`src/rtl/fdsc_pkg.sv`:
```
package fdsc_pkg;

   // operand classes
   typedef enum logic [2:0] {
      CL_ZERO,
      CL_NORM,
      CL_DENORM,
      CL_INF,
      CL_QNAN,
      CL_SNAN,
      CL_UNSUP
   } fp_class_e;

   typedef struct packed {
      logic      sign;
      fp_class_e cls;
   } op_info_t;

   // special result selection
   typedef enum logic [2:0] {
      SP_NONE,
      SP_DEFNAN,
      SP_PROP_A,
      SP_PROP_B,
      SP_INF,
      SP_ZERO
   } spec_sel_e;

endpackage

```
`src/rtl/fdsc_opclass.sv`:
```
module fdsc_opclass
   import fdsc_pkg::*;
#(
   parameter int EXP_W = 15,
   parameter int MAN_W = 64,
   localparam int FP_W = 1 + EXP_W + MAN_W
) (
   input  logic [FP_W-1:0] op,
   output op_info_t        info
);

   logic [EXP_W-1:0] exp_f;
   logic [MAN_W-1:0] man_f;
   logic             exp_ones;
   logic             exp_zero;
   logic             int_bit;
   logic             quiet_bit;
   logic             frac_nz;
   logic             man_nz;

   assign exp_f     = op[FP_W-2:MAN_W];
   assign man_f     = op[MAN_W-1:0];
   assign exp_ones  = &exp_f;
   assign exp_zero  = ~|exp_f;
   assign int_bit   = man_f[MAN_W-1];
   assign quiet_bit = man_f[MAN_W-2];
   assign frac_nz   = |man_f[MAN_W-2:0];
   assign man_nz    = |man_f;

   always_comb begin
      info.sign = op[FP_W-1];
      if (exp_zero) begin
         info.cls = man_nz ? CL_DENORM : CL_ZERO;
      end else if (exp_ones) begin
         if (!int_bit)       info.cls = CL_UNSUP;
         else if (!frac_nz)  info.cls = CL_INF;
         else if (quiet_bit) info.cls = CL_QNAN;
         else                info.cls = CL_SNAN;
      end else begin
         info.cls = int_bit ? CL_NORM : CL_UNSUP;
      end
   end

endmodule

```
`src/rtl/fdsc_intsrc.sv`:
```
module fdsc_intsrc
   import fdsc_pkg::*;
#(
   parameter int INT_W = 32,
   localparam int NARROW_W = 16
) (
   input  logic             int_is32,
   input  logic [INT_W-1:0] int_data,
   output op_info_t         info
);

   logic is_zero;
   logic is_neg;

   generate
      if (INT_W > NARROW_W) begin : g_wide
         logic [NARROW_W-1:0] narrow;
         assign narrow  = int_data[NARROW_W-1:0];
         assign is_zero = int_is32 ? ~|int_data : ~|narrow;
         assign is_neg  = int_is32 ? int_data[INT_W-1] : narrow[NARROW_W-1];
      end else begin : g_narrow
         logic unused_sel;
         assign unused_sel = int_is32;
         assign is_zero    = ~|int_data;
         assign is_neg     = int_data[INT_W-1];
      end
   endgenerate

   // integer zero is always +0
   always_comb begin
      info.sign = is_zero ? 1'b0 : is_neg;
      info.cls  = is_zero ? CL_ZERO : CL_NORM;
   end

endmodule

```
`src/rtl/fdsc_decide.sv`:
```
module fdsc_decide
   import fdsc_pkg::*;
#(
   parameter int MAN_W = 64
) (
   input  op_info_t         a_info,
   input  op_info_t         b_info,
   input  logic [MAN_W-1:0] a_man,
   input  logic [MAN_W-1:0] b_man,
   input  logic             zm_mask,
   input  logic             im_mask,
   output spec_sel_e        sel,
   output logic             res_sign,
   output logic             ie,
   output logic             ze,
   output logic             de,
   output logic             wr_en
);

   logic a_sig, b_sig, a_q, b_q;
   logic a_zero, b_zero, a_inf, b_inf;
   logic a_fnz, any_den, invalid;

   assign a_sig   = (a_info.cls == CL_SNAN) || (a_info.cls == CL_UNSUP);
   assign b_sig   = (b_info.cls == CL_SNAN) || (b_info.cls == CL_UNSUP);
   assign a_q     = (a_info.cls == CL_QNAN);
   assign b_q     = (b_info.cls == CL_QNAN);
   assign a_zero  = (a_info.cls == CL_ZERO);
   assign b_zero  = (b_info.cls == CL_ZERO);
   assign a_inf   = (a_info.cls == CL_INF);
   assign b_inf   = (b_info.cls == CL_INF);
   assign a_fnz   = (a_info.cls == CL_NORM) || (a_info.cls == CL_DENORM);
   assign any_den = (a_info.cls == CL_DENORM) || (b_info.cls == CL_DENORM);
   assign invalid = a_sig || b_sig || (a_inf && b_inf) || (a_zero && b_zero);

   assign res_sign = a_info.sign ^ b_info.sign;

   always_comb begin
      sel = SP_NONE;
      ie  = 1'b0;
      ze  = 1'b0;
      if (invalid) begin
         sel = SP_DEFNAN;
         ie  = 1'b1;
      end else if (a_q && b_q) begin
         sel = (b_man > a_man) ? SP_PROP_B : SP_PROP_A;
      end else if (a_q) begin
         sel = SP_PROP_A;
      end else if (b_q) begin
         sel = SP_PROP_B;
      end else if (a_fnz && b_zero) begin
         sel = SP_INF;
         ze  = 1'b1;
      end else if (a_inf) begin
         sel = SP_INF;
      end else if (b_inf || a_zero) begin
         sel = SP_ZERO;
      end
   end

   assign de    = any_den && !invalid && !a_q && !b_q;
   assign wr_en = ie ? im_mask : (ze ? zm_mask : 1'b1);

endmodule

```
`src/rtl/fdsc_resmux.sv`:
```
module fdsc_resmux
   import fdsc_pkg::*;
#(
   parameter int EXP_W = 15,
   parameter int MAN_W = 64,
   localparam int FP_W = 1 + EXP_W + MAN_W
) (
   input  spec_sel_e       sel,
   input  logic            res_sign,
   input  logic [FP_W-1:0] a_op,
   input  logic [FP_W-1:0] b_op,
   output logic [FP_W-1:0] result
);

   localparam logic [EXP_W-1:0] EXP_MAX   = '1;
   localparam logic [MAN_W-1:0] MAN_INF   = {1'b1, {(MAN_W-1){1'b0}}};
   localparam logic [MAN_W-1:0] MAN_QNAN  = {2'b11, {(MAN_W-2){1'b0}}};
   localparam logic [FP_W-1:0]  VAL_DNAN  = {1'b1, EXP_MAX, MAN_QNAN};

   always_comb begin
      unique case (sel)
         SP_DEFNAN: result = VAL_DNAN;
         SP_PROP_A: result = a_op;
         SP_PROP_B: result = b_op;
         SP_INF:    result = {res_sign, EXP_MAX, MAN_INF};
         SP_ZERO:   result = {res_sign, {(FP_W-1){1'b0}}};
         default:   result = '0;
      endcase
   end

endmodule

```
`src/rtl/fdsc_top.sv`:
```
module fdsc_top
   import fdsc_pkg::*;
#(
   parameter int EXP_W = 15,
   parameter int MAN_W = 64,
   parameter int INT_W = 32,
   localparam int FP_W = 1 + EXP_W + MAN_W
) (
   input  logic            clk,
   input  logic            rst_n,
   input  logic            in_valid,
   input  logic [FP_W-1:0] dividend,
   input  logic [FP_W-1:0] divisor,
   input  logic            int_src,
   input  logic            int_is32,
   input  logic [INT_W-1:0] int_data,
   input  logic            zm_mask,
   input  logic            im_mask,
   output logic            out_valid,
   output logic            override,
   output logic [FP_W-1:0] result,
   output logic            wr_en,
   output logic            exc_ie,
   output logic            exc_ze,
   output logic            exc_de
);

   generate
      if (EXP_W < 2) begin : g_bad_exp
         $error("fdsc_top: EXP_W must be at least 2");
      end
      if (MAN_W < 3) begin : g_bad_man
         $error("fdsc_top: MAN_W must be at least 3");
      end
      if (INT_W < 16) begin : g_bad_int
         $error("fdsc_top: INT_W must be at least 16");
      end
   endgenerate

   op_info_t  a_info, b_flt_info, b_int_info, b_info;
   spec_sel_e sel;
   logic      res_sign, ie_c, ze_c, de_c, wr_c;
   logic [FP_W-1:0] res_c;

   fdsc_opclass #(.EXP_W(EXP_W), .MAN_W(MAN_W)) u_cls_a (
      .op   (dividend),
      .info (a_info)
   );

   fdsc_opclass #(.EXP_W(EXP_W), .MAN_W(MAN_W)) u_cls_b (
      .op   (divisor),
      .info (b_flt_info)
   );

   fdsc_intsrc #(.INT_W(INT_W)) u_int (
      .int_is32 (int_is32),
      .int_data (int_data),
      .info     (b_int_info)
   );

   assign b_info = int_src ? b_int_info : b_flt_info;

   fdsc_decide #(.MAN_W(MAN_W)) u_dec (
      .a_info   (a_info),
      .b_info   (b_info),
      .a_man    (dividend[MAN_W-1:0]),
      .b_man    (divisor[MAN_W-1:0]),
      .zm_mask  (zm_mask),
      .im_mask  (im_mask),
      .sel      (sel),
      .res_sign (res_sign),
      .ie       (ie_c),
      .ze       (ze_c),
      .de       (de_c),
      .wr_en    (wr_c)
   );

   fdsc_resmux #(.EXP_W(EXP_W), .MAN_W(MAN_W)) u_mux (
      .sel      (sel),
      .res_sign (res_sign),
      .a_op     (dividend),
      .b_op     (divisor),
      .result   (res_c)
   );

   always_ff @(posedge clk or negedge rst_n) begin
      if (!rst_n) begin
         out_valid <= 1'b0;
         override  <= 1'b0;
         result    <= '0;
         wr_en     <= 1'b0;
         exc_ie    <= 1'b0;
         exc_ze    <= 1'b0;
         exc_de    <= 1'b0;
      end else begin
         out_valid <= in_valid;
         if (in_valid) begin
            override <= (sel != SP_NONE);
            result   <= res_c;
            wr_en    <= wr_c;
            exc_ie   <= ie_c;
            exc_ze   <= ze_c;
            exc_de   <= de_c;
         end
      end
   end

endmodule

```
`config.mk`:
```
export PLATFORM = sky130hd
export DESIGN_NAME = fdsc_top
export DESIGN_NICKNAME = d
export VERILOG_FILES = /design/src/rtl/fdsc_pkg.sv /design/src/rtl/fdsc_opclass.sv /design/src/rtl/fdsc_intsrc.sv /design/src/rtl/fdsc_decide.sv /design/src/rtl/fdsc_resmux.sv /design/src/rtl/fdsc_top.sv
export SDC_FILE = /design/constraint.sdc
export NUM_CORES = 1
export LEC_CHECK = 0
export CAP_MARGIN = 10
export CORE_UTILIZATION = 43
export DETAILED_ROUTE_END_ITERATION = 12
export PLACE_DENSITY_LB_ADDON = 0.08
export SYNTH_ARGS = -nofsm -noshare
export SYNTH_HDL_FRONTEND = slang
export SYNTH_SLANG_ARGS = --single-unit
```
`constraint.sdc`:
```
create_clock -name clk -period 1.2 [get_ports clk]
set_input_delay 0.24 -clock clk [delete_from_list [all_inputs] [get_ports clk]]
set_output_delay 0.24 -clock clk [all_outputs]
set_load 0.05 [all_outputs]
```
# --- After elaboration in Yosys (flattened, before gate mapping) ---
# Cells that the tools add are included.
op_classes:
  magnitude_cmp: 1
  eq_ne: 16
  mux: 36
  bitwise_logic: 1
  n_reduce_logical: 33
ops:
  columns: ["op", "n"]
  rows:
  - ["$pmux 80 s5", 1]
  - ["$reduce_or 64->1", 2]
  - ["$reduce_or 63->1", 2]
  - ["$gt 64x64->1", 1]
  - ["$mux 3", 17]
  - ["$reduce_or 32->1", 1]
  - ["$reduce_and 15->1", 2]
  - ["$reduce_or 15->1", 2]
  - ["$eq 3x3->1 const B", 8]
  - ["$eq 3x2->1 const B", 6]
  - ["$reduce_or 16->1", 1]
  - ["$mux 1", 15]
  - ["$logic_or 1x1->1", 8]
  - ["$logic_and 1x1->1", 7]
  - ["$eq 3x1->1 const B", 2]
  - ["$logic_not 3->1", 2]
  - ["$logic_not 1->1", 5]
  - ["$mux 2", 2]
  - ["$mux 4", 1]
  - ["$reduce_bool 3->1", 1]
  - ["$xor 1x1->1", 1]
totals:
  regBits: 86
  inputBits: 199
  out_inout_bits: 86
  elab_cells: 94

# --- Depth between registers and ports, before layout ---
logic_depth:
  depth_word: 17
  depth_mapped: 13
  mapped_depth_nobuf: 11

# --- Hierarchy ---
# From an unflattened synthesis, not the netlist that was laid out.
hier_totals:
  hier_cells: 765
  area_unflattened_um2: 7439.6
modules_own_cells:
  columns: ["module", "instances", "cells_each", "area_per_inst_um2", "seq_area_each_um2"]
  rows:
  - ["fdsc_top", 1, 187, 3417.0, 2152.1]
  - ["fdsc_decide", 1, 276, 1918.1, 0.0]
  - ["fdsc_resmux", 1, 207, 1481.4, 0.0]
  - ["fdsc_opclass", 2, 40, 255.2, 0.0]
  - ["fdsc_intsrc", 1, 15, 112.6, 0.0]

# --- Worst setup path before layout ---
# OpenSTA, ideal clock, no wires.
synth_path:
  path_type: "input-to-reg"
  from: "input dividend[46]"
  to: "register result[11]"
  t_arrival_ns: 3.034
  required_ns: 1.055
  slack_ns: -1.979
  path_stages: 13
  path_buffers: 2
  path_cell_list: "inv_1 > ha_1 > nand4_1 > or4_1 > or4_4 > nor4_4 > nor3_1 > o21a_1 > or3_1 > buf_2 > buf_2 > mux2i_1 > o22ai_1"
synth_via:
  elab_chain_cells: 16
  elab_cells_between_ends: 39
  classes_between: "order compare (1); eq/ne (11); mux (14); reduce/logical (13)"
synth_rtl:
  columns: ["element", "line", "text"]
  rows:
  - ["start: declaration", "fdsc_top.sv:12", "input logic [FP_W-1:0] dividend,"]
  - ["$reduce_or 63->1", "fdsc_opclass.sv:27", "assign frac_nz = |man_f[MAN_W-2:0];"]
  - ["$mux 3", "fdsc_opclass.sv:36", "else if (!frac_nz) info.cls = CL_INF;"]
  - ["$mux 3", "fdsc_opclass.sv:35", "if (!int_bit) info.cls = CL_UNSUP;"]
  - ["$mux 3", "fdsc_opclass.sv:34", "end else if (exp_ones) begin"]
  - ["$mux 3", "fdsc_opclass.sv:32", "if (exp_zero) begin"]
  - ["$logic_not 3->1", "fdsc_decide.sv:28", "assign a_zero = (a_info.cls == CL_ZERO);"]
  - ["$logic_or 1x1->1", "fdsc_decide.sv:56", "end else if (b_inf || a_zero) begin"]
  - ["$mux 3", "fdsc_decide.sv:56", null]
  - ["$mux 3", "fdsc_decide.sv:54", "end else if (a_inf) begin"]
  - ["$mux 3", "fdsc_decide.sv:51", "end else if (a_fnz && b_zero) begin"]
  - ["$mux 3", "fdsc_decide.sv:49", "end else if (b_q) begin"]
  - ["$mux 3", "fdsc_decide.sv:47", "end else if (a_q) begin"]
  - ["$mux 3", "fdsc_decide.sv:45", "end else if (a_q && b_q) begin"]
  - ["$mux 3 (*)", "fdsc_decide.sv:42", "if (invalid) begin"]
  - ["$eq 3x3->1 (tied with other cells)", "fdsc_resmux.sv:21", "unique case (sel)"]
  - ["$pmux 80 s5 (*)", "fdsc_resmux.sv:21", null]
  - ["end signal: assignment", "fdsc_top.sv:99", "result <= res_c;"]
  - ["end: declaration", "fdsc_top.sv:21", "output logic [FP_W-1:0] result,"]
# Mark *: on every way between the ends. The rest lies on a longest branch, timed or not.
# A chain may end at the register's enable or synchronous reset.

# --- Worst setup path in the final report ---
layout_path:
  from: "input dividend[10]"
  to: "register result[56]"
# Same word-level chain as after synthesis.

==> impl_metrics.toml <==
[synth]
ys_async_sr_fraction_pct = 100
avgSynthCellArea_um2 = 8.86
netlist-cell-type-count = 47
syn-cell-area_um2 = 6180
syn_inst = 698
syn_nets = 961
ys_ff_latch = 86
synth_seq_area_share_pct = 34.8
synth_ff_type = "dfrtp_1"
ys_warn_count = 0
synth_edf_count = 0

[global_routing]
grt_max_degree = 44
busiest_layer = "met2"
track_usage_pct = 39.5
grt_util_met3_pct = 9.69
grt_use_met2_pct = 68.1
globalRoute.totalOverflow = 0
first_global_vias = 8513
grt_pass1_wl_um = 44600
use_met1_pct = 42.8
grt_antenna_before_repair = 3

[placed_design]
gp_congestion = 0.915
dpl_cell_area_um2 = 11500
dp_hpwl_um = 19700
numPlacedInstances = 1294
pre_cts_ws_ns = -2.54
port_buffers = 284

[routing]
postRouteAntennaNets = 0
dr.pass1.iters = 6
drt_iter0_markers = 1167
wl_per_cell_um = 28.4
vias = 9134
viasPerCell = 6.65
drc_errors = 0
totalWireLength_um = 39100

[pwr]
internal_power_mw = 6.70
pwr-share-seq_pct = 30.0
leakagePower_nw = 5.93
peakVddDrop_uv = 690
combPwrFrac_pct = 41.4
swShare_pct = 37.2
total_power_mw = 10.7
powerDensity_nw_per_um2 = 817
clkPwrFrac_pct = 28.6
p_sw_mw = 3.97

[worst_setup_path]
path_class = "input port to flop"
r2r_setup_slack_ns = 0.12
required_ns = 1.42
rr_worst_depth = 4
cp_max_fo = 8
end_kind = "flop"
reg2reg_to = "result[79]"
cp.arrival_ns = 3.80
r2r_start = "result[79]"
startpoint_type = "input port"
startpoint = "dividend[10]"

[timing]
rsz0062_at_grt = "true"
slew_violations = 0
setup_viol = 133
final.min_clock_period_ns = 3.58
fmax_mhz = 279
worst_pin_slew_ns = 1.28
skew_ns = 0
period_share_pct = 298
setup_ws_ns = -2.38
hold_violations = 0
slew_headroom_pct = 13.6

[clocking]
insertion_delay_ns = 0.36
path_clk_slew_ns = 0.08
clockBufferDepth = 2
cts_tree = "done"
cts.sink_count = 86
cts_made_buffers = 9
cts-root-buf = "clkbuf_16"
cts_max_level = 3

[worst_hold_path]
hp-start = "dividend[21]"
whs_path_depth = 3
min_to = "result[21]"
min_path_type = "input port to flop"

[die]
die_h_um = 122
dieArea_um2 = 14900
io_pins = 285
core_um2 = 13900
initial_core_util_pct = 44.4
rows = 43
dieWidth_um = 122

[job]
maxCapViolCount = 0

[final_layout]
instances_no_fill = 1373
postLayoutCellArea_um2 = 13100
areaGrowthSynthToFinish_pct = 111
nNetsFinal = 1448
final_layout_size_suffix_gt1_share_pct = 41.4
final_cell_mix = "buf_4, inv_1, buf_12"
final_common_cell = "buf_4"

[run_status]
violations = "negative setup slack"
status = "finished with violations"
[worst max path at each step]
stage | slack (ns) | depth (start not counted) | end
2_1_floorplan | -1.74 | 13 | result[69]
3_3_place_gp | -2.40 | 13 | result[36]
3_5_place_dp | -2.54 | 13 | result[22]
4_1_cts | -1.72 | 13 | result[33]
5_1_grt | -2.25 | 14 | result[56]
6_report | -2.38 | 14 | result[56]
[cell type report]
type,instances,area (µm²)
antenna,3,7.51
clock buffer,9,225
inverter,131,509
multi-input combinational,456,4320
clock inverter,7,76.3
tap,180,225
timing repair buffer,501,5550
sequential,86,2160
fill,425,866
[timing repair]
| item | 4_1_cts | 5_1_grt |
|---|---|---|
| hold endpoints to repair | 13 | 0 |
| setup endpoints to repair | 96 | 137 |
| pin swaps | 31 | 37 |
| hold buffers | 1 | 0 |
| resized for setup | 291 | 113 |
| gates cloned | 4 | 3 |
| setup buffers | 21 | 34 |
[per-layer routing]
metal | part of all wire (%) | routed length [µm]
met5 | 0 | 0
met4 | 10 | 4030
met3 | 13 | 5100
met2 | 46 | 17900
met1 | 31 | 12000
[critical path, stage by stage]
cell and delay [ns]:
clkdlybuf4s50_1 0.58, inv_1 0.20, ha_1 0.36, nand2_1 0.09, o21ai_0 0.11, a221oi_1 0.45
o21ai_1 0.19, and2_4 0.22, o21a_1 0.18, or3_4 0.41, buf_4 0.17, buf_12 0.14
mux2i_1 0.25, o22ai_1 0.19
[logic make-up after synthesis]
group	after synthesis	share of synthesized area, %
simple gates	173	15.5
mux	66	10.7
fa+ha+maj	64	13.0
flops	86	34.8
buf+inv	156	9.75
compound gates	153	16.2
[metrics by stage]
stage	TNS (ns)	hold slack, ns	utilization [%]
global route	-178.40	0.290	93.8
detailed placement	-208.13	0.147	82.7
global placement	-196.86	0.146	82.7
CTS	-136.34	0.259	88.9
finish	-185.27	0.253	93.8
floorplan	-140.04	-0.0556	-
[power groups by stage]
stage	Sequential [mW]	Clock (mW)	Combinational (mW)
2_1_floorplan	3.62	0	0.948
3_3_place_gp	3.23	0	3.42
3_5_place_dp	3.24	0	3.51
4_1_cts	3.18	2.93	3.68
5_1_grt	3.21	3.12	4.52
6_report	3.20	3.06	4.42
[synth_stat cells, types with 2 or more instances]
master    count  area, µm²
a221oi_1      2       17.5
nor4_1       49        307
nand2_1      32        120
nor2_1       18       67.6
o21a_1       19        143
clkbuf_1     16       60.1
a31o_2        2       17.5
and2_1        3       18.8
mux2i_1      63        631
nor3_1       13       65.1
or3_1         5       31.3
dfrtp_1      86       2150
and4_1        2       17.5
o22ai_1      64        400
buf_2         8       40.0
and3_1        2       12.5
o21ai_0      12       60.1
ha_1         64        801
a31oi_1       5       31.3
inv_1       131        492
a211oi_1      2       15.0
nand4_1      26        163
o21bai_1      2       15.0
nand3_1      13       65.1
a21oi_1      27        135
or3b_2        2       17.5
a21o_1        6       45.0
mux2_2        3       33.8
o2111a_1      3       33.8
[sequential cells by signal, indices dropped and copies added (netlist names)]
signal / count
wr_en: 1
override: 1
result: 80
out_valid: 1
exc_ze: 1
exc_ie: 1
exc_de: 1
No activity file was read; power rests on OpenSTA's default activity.
